===== src/rtl/mbank_pkg.sv =====
package mbank_pkg;

    localparam int PTR_W      = 13;
    localparam int SZ_W       = 4;
    localparam int UNIT_SHIFT = 18;
    localparam logic [SZ_W-1:0] IO_MAX_CODE = 4'd5;
    localparam logic [SZ_W-1:0] SD_MAX_CODE = 4'd9;
    localparam logic [11:0] PERIPH_TAG = 12'hFFF;
    localparam logic [11:0] RAM_TAG    = 12'hFFE;

    typedef struct packed {
        logic [PTR_W-1:0] base;
        logic [SZ_W-1:0]  size;
    } bank_cfg_t;

    typedef enum logic [1:0] {
        HIT_NONE   = 2'd0,
        HIT_PERIPH = 2'd1,
        HIT_RAM    = 2'd2,
        HIT_BANK   = 2'd3
    } hit_kind_e;

    function automatic logic [SZ_W-1:0] clamp_code(input logic [SZ_W-1:0] c, input logic is_io);
        logic [SZ_W-1:0] lim;
        lim = is_io ? IO_MAX_CODE : SD_MAX_CODE;
        return (c > lim) ? lim : c;
    endfunction

    function automatic logic [PTR_W:0] span_units(input logic [SZ_W-1:0] c);
        if (c == '0) return '0;
        return (PTR_W+1)'(1) << (c - 1'b1);
    endfunction

endpackage


===== src/rtl/mbank_regs.sv =====
module mbank_regs
    import mbank_pkg::*;
#(
    parameter int NBANKS = 4,
    parameter logic [NBANKS-1:0] IO_MASK = '0,
    localparam int IDX_W = (NBANKS > 1) ? $clog2(NBANKS) : 1
) (
    input  logic                    clk,
    input  logic                    rst,
    input  logic                    cfg_we,
    input  logic [IDX_W-1:0]        cfg_idx,
    input  logic [PTR_W-1:0]        cfg_base,
    input  logic [SZ_W-1:0]         cfg_size,
    output bank_cfg_t [NBANKS-1:0]  cfg_q
);

    for (genvar i = 0; i < NBANKS; i++) begin : g_bank
        always_ff @(posedge clk) begin
            if (rst) begin
                cfg_q[i] <= '0;
            end else if (cfg_we && cfg_idx == IDX_W'(i)) begin
                cfg_q[i].base <= cfg_base;
                cfg_q[i].size <= clamp_code(cfg_size, IO_MASK[i]);
            end
        end

        // stored code never exceeds the bank type's limit
        a_r5_clamped: assert property (@(posedge clk) disable iff (rst)
            (cfg_we && cfg_idx == IDX_W'(i)) |=>
                (cfg_q[i].size <= (IO_MASK[i] ? IO_MAX_CODE : SD_MAX_CODE)));
    end

    // configuration is cleared by reset
    a_r10_reset_off: assert property (@(posedge clk)
        $past(rst) |-> (cfg_q[0].size == '0));

endmodule


===== src/rtl/mbank_match.sv =====
module mbank_match
    import mbank_pkg::*;
(
    input  bank_cfg_t    cfg,
    input  logic [30:0]  addr_lo,
    output logic         hit,
    output logic [30:0]  off
);

    logic [PTR_W:0] diff;

    always_comb begin
        diff = {1'b0, addr_lo[30:UNIT_SHIFT]} - {1'b0, cfg.base};
        hit  = (cfg.size != '0) && !diff[PTR_W] && (diff < span_units(cfg.size));
        off  = {diff[PTR_W-1:0], addr_lo[UNIT_SHIFT-1:0]};
    end

endmodule


===== src/rtl/mbank_decode.sv =====
module mbank_decode
    import mbank_pkg::*;
#(
    parameter int NBANKS = 4,
    parameter logic [NBANKS-1:0] IO_MASK = 4'b0011,
    localparam int IDX_W = (NBANKS > 1) ? $clog2(NBANKS) : 1
) (
    input  logic              clk,
    input  logic              rst,
    input  logic              cfg_we,
    input  logic [IDX_W-1:0]  cfg_idx,
    input  logic [12:0]       cfg_base,
    input  logic [3:0]        cfg_size,
    input  logic              addr_valid,
    input  logic [31:0]       addr,
    output logic              periph_sel,
    output logic              ram_sel,
    output logic [NBANKS-1:0] bank_sel,
    output logic              cacheable,
    output logic [31:0]       offset,
    output logic              abort,
    output logic              overlap_err
);

    bank_cfg_t [NBANKS-1:0] cfg_q;
    logic [NBANKS-1:0]      hits;
    logic [NBANKS-1:0]      first;
    logic [30:0]            offs [NBANKS];
    hit_kind_e              kind;
    logic [30:0]            bank_off;
    logic                   multi;

    mbank_regs #(.NBANKS(NBANKS), .IO_MASK(IO_MASK)) u_regs (
        .clk      (clk),
        .rst      (rst),
        .cfg_we   (cfg_we),
        .cfg_idx  (cfg_idx),
        .cfg_base (cfg_base),
        .cfg_size (cfg_size),
        .cfg_q    (cfg_q)
    );

    for (genvar i = 0; i < NBANKS; i++) begin : g_match
        mbank_match u_m (
            .cfg     (cfg_q[i]),
            .addr_lo (addr[30:0]),
            .hit     (hits[i]),
            .off     (offs[i])
        );
    end

    always_comb begin
        first    = hits & (~hits + 1'b1);
        multi    = (hits & (hits - 1'b1)) != '0;
        bank_off = '0;
        for (int i = 0; i < NBANKS; i++) begin
            if (first[i]) bank_off = offs[i];
        end

        if (addr[31:20] == PERIPH_TAG)   kind = HIT_PERIPH;
        else if (addr[31:20] == RAM_TAG) kind = HIT_RAM;
        else if (hits != '0)             kind = HIT_BANK;
        else                             kind = HIT_NONE;

        periph_sel = (kind == HIT_PERIPH);
        ram_sel    = (kind == HIT_RAM);
        bank_sel   = (kind == HIT_BANK) ? first : '0;
        abort      = addr_valid && (kind == HIT_NONE);
        cacheable  = ~addr[31];
        case (kind)
            HIT_PERIPH, HIT_RAM: offset = {12'd0, addr[19:0]};
            HIT_BANK:            offset = {1'b0, bank_off};
            default:             offset = '0;
        endcase
    end

    always_ff @(posedge clk) begin
        if (rst)                                         overlap_err <= 1'b0;
        else if (addr_valid && kind == HIT_BANK && multi) overlap_err <= 1'b1;
    end

    // peripheral window wins outright
    a_r1_periph_wins: assert property (@(posedge clk) disable iff (rst)
        (addr[31:20] == 12'hFFF) |-> (periph_sel && !ram_sel && bank_sel == '0 && !abort));

    // RAM window suppresses bank selects
    a_r8_ram_wins: assert property (@(posedge clk) disable iff (rst)
        (addr[31:20] == 12'hFFE) |-> (ram_sel && bank_sel == '0));

    // an abort carries no select
    a_r6_abort_quiet: assert property (@(posedge clk) disable iff (rst)
        abort |-> (!periph_sel && !ram_sel && bank_sel == '0 && offset == '0));

    // at most one bank selected
    a_r9_onehot: assert property (@(posedge clk) disable iff (rst)
        $onehot0({periph_sel, ram_sel, bank_sel}));

    // overlap flag is sticky
    a_r9_sticky: assert property (@(posedge clk) disable iff (rst)
        overlap_err |=> overlap_err);

endmodule


===== config.mk =====
export PLATFORM = sky130hd
export DESIGN_NAME = mbank_decode
export DESIGN_NICKNAME = d
export VERILOG_FILES = /design/src/rtl/mbank_pkg.sv /design/src/rtl/mbank_regs.sv /design/src/rtl/mbank_match.sv /design/src/rtl/mbank_decode.sv
export SDC_FILE = /design/constraint.sdc
export NUM_CORES = 1
export LEC_CHECK = 0
export ABC_CLOCK_PERIOD_IN_PS = 6000
export BUFFER_PORTS_ARGS = -buffer_cell sky130_fd_sc_hd__buf_2
export CORE_MARGIN = 2
export CORE_UTILIZATION = 60
export CTS_CLUSTER_SIZE = 25
export DETAILED_ROUTE_END_ITERATION = 6
export GPL_ROUTABILITY_DRIVEN = 0
export PLACE_DENSITY = 0.83
export SLEW_MARGIN = 20
export SYNTH_ARGS = -nofsm -noshare
export SYNTH_HDL_FRONTEND = slang
export SYNTH_SLANG_ARGS = --single-unit
export TNS_END_PERCENT = 10

===== constraint.sdc =====
create_clock -name clk -period 6 [get_ports clk]
set_input_delay 0.6 -clock clk [delete_from_list [all_inputs] [get_ports clk]]
set_output_delay 0.6 -clock clk [all_outputs]
set_load 0.05 [all_outputs]

**Yosys cells after proc, flatten, opt, wreduce, memory -nomap -nowiden**

Cells that the tools add are included.

- Reduce and logical (&&, ||, !) cells: 32
- Equal/unequal tests: 8
- $lt $le $gt $ge: 6
- Bitwise gates (word level): 4
- Multiply operators: 0
- Mux-type cells: 23
- Div/mod/pow operators: 0
- Add/sub/neg operators: 10
- Shifts and indexed selects: 4

Operator list:

| operator | number |
|---|---|
| 31-bit two-way mux | 4 |
| 14-bit two-way mux | 8 |
| 31-bit case mux with 2 select lines | 1 |
| 14-bit < comparator | 4 |
| 1-bit by 4-bit left shift with 14-bit output, first input constant | 4 |
| 13-bit by 13-bit subtractor with 14-bit output | 4 |
| 12-bit == test, second input constant | 2 |
| 4-bit nonzero test | 6 |
| 4-bit by 1-bit subtractor with 4-bit output, second input constant | 5 |
| 4-bit zero test | 4 |
| 1-bit logical AND | 15 |
| 4-bit two-way mux | 3 |
| 4-bit bitwise AND | 2 |
| 2-bit == test, second input constant | 4 |
| 2-bit two-way mux | 3 |
| 4-bit by 1-bit adder with 4-bit output, second input constant | 1 |
| 2-bit by 1-bit == test with 1-bit output, second input constant | 2 |
| 4-bit by 3-bit greater-than comparator with 1-bit output, second input constant | 1 |
| 4-bit greater-than comparator, second input constant | 1 |
| 1-bit zero test | 4 |
| 2-bit zero test | 2 |
| 1-bit two-way mux | 4 |
| 4-bit inverter | 1 |
| 2-bit OR reduction | 1 |
| 1-bit inverter | 1 |

- Bits in latches: 0
- Bits in writable memories: 0
- Output and inout bits: 41
- Flip-flop bits (word level): 69
- Memories: 0
- Input port bits: 55
- Bits in read-only memories: 0
- Word-level logic and storage cells: 96

**Logic depth before layout (Yosys ltp)**

- Depth in word-level cells: 13
- Depth in mapped cells: 25
- Mapped depth without buffers: 24

**Cells and area by module**

From an unflattened synthesis, not the netlist that was laid out.

- Cells, all modules: 1190
- Area total of the unflattened synthesis: 8710.9 µm²

By module, submodules not included:

| module | cells each | area an instance (µm²) | instances | seq. area each (µm²) |
|---|---|---|---|---|
| mbank_match (g_match[0].u_m ...) | 181 | 1285.0 | 2 | 0.0 |
| mbank_regs | 302 | 2457.4 | 1 | 1361.3 |
| mbank_decode | 207 | 1351.3 | 1 | 20.0 |
| mbank_match (g_match[2].u_m) | 158 | 1172.4 | 1 | 0.0 |
| mbank_match (g_match[3].u_m) | 161 | 1159.9 | 1 | 0.0 |

**Least setup slack after synthesis**

Ideal clock, no wire load.

- Kind: input-to-output
- From: input port addr[18]
- To: output port offset[29]
- Data arrival time: 5750 ps
- Setup slack: -350 ps
- Path buffers: 2
- Cell stages on the path: 23
- Required time: 5400 ps
- Cells stage by stage: inv_1 -> ha_1 -> fa_1 -> nor2b_1 -> o2111a_1 -> nor3_1 -> or3_1 -> o21ai_0 -> xor2_1 -> ha_1 -> nor2b_1 -> o21ai_0 -> o311a_1 -> and3_1 -> buf_6 -> a2111o_1 -> nor2_1 -> nor2_1 -> ha_1 -> nor2b_1 -> clkbuf_1 -> nand2_1 -> o31ai_1

- Cells in the longest elaborated chain, start to end: 12
- Elaborated cells between the ends (all ways): 36
- Those cells by class: add/sub: 5; order compare: 4; eq/ne: 3; mux: 8; bitwise: 2; reduce/logical: 14

Ends and longest elaborated chain:

| what | line | RTL |
|---|---|---|
| start, declared | mbank_decode.sv:15 | `input logic [31:0] addr,` |
| branches (longest 11 deep; another with 13-bit by 13-bit subtractor with 14-bit output) | -- |  |
| 31-bit case mux with 2 select lines (*) | mbank_decode.sv:70 | `case (kind)` |
| end, declared | mbank_decode.sv:20 | `output logic [31:0] offset,` |

Every way passes the cells marked *.

**Worst setup path in the final report**

- From: input port addr[19]
- To: output port offset[15]

Same word-level chain as after synthesis.

==> impl_metrics.prom <==
# TYPE chip_impl_metric gauge
chip_impl_metric{name="ant_nets",unit=""} 0
chip_impl_metric{name="initialDrtViolationCount",unit=""} 895
chip_impl_metric{name="max_clock_freq",unit="MHz"} 171
chip_impl_metric{name="first_pass_iters",unit=""} 5
chip_impl_metric{name="mean_post_synth_cell_area",unit="µm²"} 7.16
chip_impl_metric{name="p_comb_share",unit="%"} 39.1
chip_impl_metric{name="synth_area",unit="mm²"} 0.00724
chip_impl_metric{name="cell_internal_pwr",unit="µW"} 1200
chip_impl_metric{name="diodes",unit=""} 0
chip_impl_metric{name="detailed_route_drc_error_count",unit=""} 0
chip_impl_metric{name="grt_pass1_vias",unit=""} 6842
chip_impl_metric{name="drt-wirelength-per-cell",unit="µm"} 18.4
chip_impl_metric{name="worst_slew_pin_slew",unit="ps"} 1130
chip_impl_info{name="yosys_most_used_dff",value="dfxtp_1"} 1
chip_impl_info{name="synth_top_cells_by_area",value="dfxtp_1, ha_1, nand2_1"} 1
chip_impl_metric{name="finish.net_count",unit=""} 1261
chip_impl_metric{name="seq_power_share",unit="%"} 25.7
chip_impl_metric{name="first_pass_grt_wire_length",unit="µm"} 34500
chip_impl_metric{name="netlist_instances",unit=""} 1011
chip_impl_metric{name="postSynthNetCount",unit=""} 1177
chip_impl_info{name="ys_top_cells_by_count",value="nand2_1, a21oi_1, ha_1"} 1
chip_impl_metric{name="slew_viol_final",unit=""} 0
chip_impl_metric{name="initial_core_utilization",unit="%"} 60.8
chip_impl_metric{name="power.switching",unit="µW"} 698
chip_impl_metric{name="synth_warnings",unit=""} 0
chip_impl_metric{name="synth.distinct_cells",unit=""} 63
chip_impl_metric{name="clock_power_share",unit="%"} 35.2
chip_impl_metric{name="peak_supply_drop",unit="V"} 0.000225
chip_impl_metric{name="vias_per_cell",unit=""} 6.27
chip_impl_metric{name="floorplan.die_area",unit="mm²"} 0.0130
chip_impl_metric{name="area_share_of_the_largest_cell_type_after_synthesis",unit="%"} 19.1
chip_impl_info{name="critical-path-slowest-cell",value="o31a_1"} 1
chip_impl_metric{name="hpwlAfterDp",unit="µm"} 18300
chip_impl_metric{name="fp.dieW",unit="µm"} 114
chip_impl_metric{name="flow.area_growth_from_synthesis",unit="%"} 15.1
chip_impl_info{name="crit_type",value="input pin to output port"} 1
chip_impl_metric{name="grt_max_degree",unit=""} 70
chip_impl_metric{name="initial_antenna_violation_count",unit=""} 0
chip_impl_metric{name="postSynthRegisterBits",unit=""} 69
chip_impl_metric{name="totalPowerFinal",unit="µW"} 1900
chip_impl_metric{name="placementRows",unit=""} 40
chip_impl_metric{name="sw_share",unit="%"} 36.8
chip_impl_metric{name="clock-sinks",unit=""} 69
chip_impl_metric{name="maxCapViolCount",unit=""} 0
chip_impl_metric{name="buffer_ports.inserted",unit=""} 94
chip_impl_metric{name="path_max_fanout",unit=""} 18
chip_impl_metric{name="clkLatencyLatePin",unit="ps"} 340
chip_impl_metric{name="cts_max_path_buffers",unit=""} 2
chip_impl_metric{name="floorplan.die.height",unit="µm"} 114
chip_impl_info{name="setup_repair_after_global_routing_missed_its_margin",value="true"} 1
chip_impl_metric{name="synth_edf_count",unit=""} 0
chip_impl_info{name="synth_top_cell_by_area",value="dfxtp_1"} 1
chip_impl_info{name="min_path_type",value="flop to flop"} 1
chip_impl_metric{name="fillers",unit=""} 1009
chip_impl_metric{name="ctsHtreeMaxLevel",unit=""} 3
chip_impl_metric{name="final_period_minus_worst_setup_slack",unit="ps"} 5850
chip_impl_metric{name="timing.critical_path.slowest_cell_delay",unit="ps"} 300
chip_impl_info{name="clock_tree_from_tritoncts",value="done"} 1
chip_impl_metric{name="final_critical_path_setup_slack",unit="ps"} 153
chip_impl_metric{name="postLayoutCellArea",unit="mm²"} 0.00833
chip_impl_info{name="start_kind",value="input pin"} 1
chip_impl_metric{name="worst_setup_hold_path_clk_slew",unit="ps"} 60
chip_impl_metric{name="grt.overflow.total",unit=""} 0
chip_impl_metric{name="worstPathRequired",unit="ps"} 5400
chip_impl_metric{name="timing.critical_path.arrival",unit="ps"} 5250
chip_impl_metric{name="routed_wire_length",unit="µm"} 22900
chip_impl_info{name="synth_most_common_cell",value="nand2_1"} 1
chip_impl_info{name="run_status",value="finished clean"} 1
chip_impl_metric{name="max-slew-margin-rel",unit="%"} 24.2
chip_impl_metric{name="worst_clock_skew",unit="ps"} 10.3
chip_impl_metric{name="final_layout_size_suffix_gt1_share",unit="%"} 14.7
chip_impl_metric{name="vias",unit=""} 7816
chip_impl_metric{name="ys_seq_area_share",unit="%"} 19.1
chip_impl_metric{name="cts-hold-fix-buffers",unit=""} 0
chip_impl_metric{name="powerDensity",unit="mW/mm²"} 228
chip_impl_metric{name="synth-async-reset-ratio",unit="%"} 0
chip_impl_metric{name="core",unit="mm²"} 0.0119
chip_impl_metric{name="report.final.setup_viol",unit=""} 0
chip_impl_metric{name="detailed_place.area",unit="mm²"} 0.00784
chip_impl_metric{name="pre_cts_ws",unit="ps"} -38.4
chip_impl_metric{name="pin_count",unit=""} 96
chip_impl_metric{name="cts_buffers",unit=""} 9
chip_impl_metric{name="number_of_failing_hold_endpoints_at_the_final_stage",unit=""} 0
chip_impl_metric{name="post-route-period-util",unit="%"} 97.4
chip_impl_info{name="cts_root_buf",value="clkbuf_16"} 1
chip_impl_metric{name="leakage",unit="µW"} 0.00331
chip_impl_info{name="end_kind",value="output port"} 1
chip_impl_metric{name="grt_util_all_layers",unit="%"} 34.2
## power by group through the flow
stage / registers [µW] / logic (µW) / clock network (µW)
2_1_floorplan: 492 / 516 / 0
3_3_place_gp: 496 / 674 / 0
3_5_place_dp: 497 / 691 / 0
4_1_cts: 487 / 697 / 667
5_1_grt: 489 / 800 / 689
6_report: 488 / 741 / 667
## layout make-up
cell class                 instances  area [µm²]  share of cell area [%]
inverter                          75         282                    3.38
clock inverter                     7         146                    1.76
timing repair buffer             112         639                    7.67
multi-input combinational        828        5470                    65.7
clock buffer                       9         225                    2.70
tap                              147         184                    2.21
sequential                        69        1380                    16.6
## metal layers
layer	up-vias	GRT usage, %	part of all wire [%]
met2	441	55.7	44
met3	77	4.46	9.4
met1	3552	45.7	42
met5	-	0	0
met4	0	14.3	4.1
li1	3746	-	-
## worst max-delay path: cells and delay by family
family          cells  cell delay, ps
simple gates        5             610
buf+inv             6            1030
fa+ha+maj           3             730
compound gates     12            2270
## state kept, by name (all words and copies together), names as in the netlist
signal	flops
u_regs.cfg_q	68
overlap_err	1
## stage by stage
| stage | utilization, % | hold slack, ps | setup TNS (ps) | instances |
|---|---|---|---|---|
| 3_3_place_gp | 65.8 | 442 | 0 | 1227 |
| 5_1_grt | 69.9 | 474 | -743 | 1247 |
| 6_report | 69.9 | 455 | 0 | 1247 |
| 3_5_place_dp | 65.8 | 447 | -66.5 | 1227 |
| 4_1_cts | 69.0 | 455 | 0 | 1243 |
| 2_1_floorplan | - | 436 | -3940 | 1011 |
## cells by family (layout without fill, tap and decap cells)
group	Yosys count	after routing	synth area share (%)
compound gates	264	264	23.4
xor+xnor	34	34	4.11
fa+ha+maj	112	112	19.7
buf+inv	114	203	6.26
flops	69	69	19.1
mux	1	1	0.138
other cells	1	1	0.0518
simple gates	416	416	27.3
## layout by cell type (no fill, tap or decap), types with 12 or more instances in the layout
cell type  synthesis  routed
nand2_1          180     180
a21oi_1          117     117
ha_1             107     105
buf_2              2      87
inv_1             75      74
dfxtp_1           69      69
nor2_1            62      59
nand3_1           41      41
nor2b_1           30      29
o21ai_0           30      29
xnor2_1           25      25
nand4_1           23      23
buf_4              2      21
nor3b_1           21      19
o21a_1            17      17
a21o_1            15      15
a211oi_1          15      13
nor3_1            12      12
## final timing paths
check | endpoint | cells past startpoint | startpoint | slack (ps)
max | offset[15] | 26 | addr[19] | 150
min | u_regs.cfg_q[66]$_SDFFE_PP0P_ | 2 | u_regs.cfg_q[66]$_SDFFE_PP0P_ | 460
max reg2reg | overlap_err$_SDFFE_PP0P_ | 22 | u_regs.cfg_q[57]$_SDFFE_PP0P_ | 1510
min reg2reg | u_regs.cfg_q[66]$_SDFFE_PP0P_ | 2 | u_regs.cfg_q[66]$_SDFFE_PP0P_ | 460
## repair_timing
action | in CTS | in global routing
pin swaps | 0 | 8
buffers inserted | 0 | 4
gates cloned | 0 | 0
endpoints found under the setup margin | 3 | 32
gates resized for setup | 3 | 22
No activity file was read; power rests on OpenSTA's default activity.
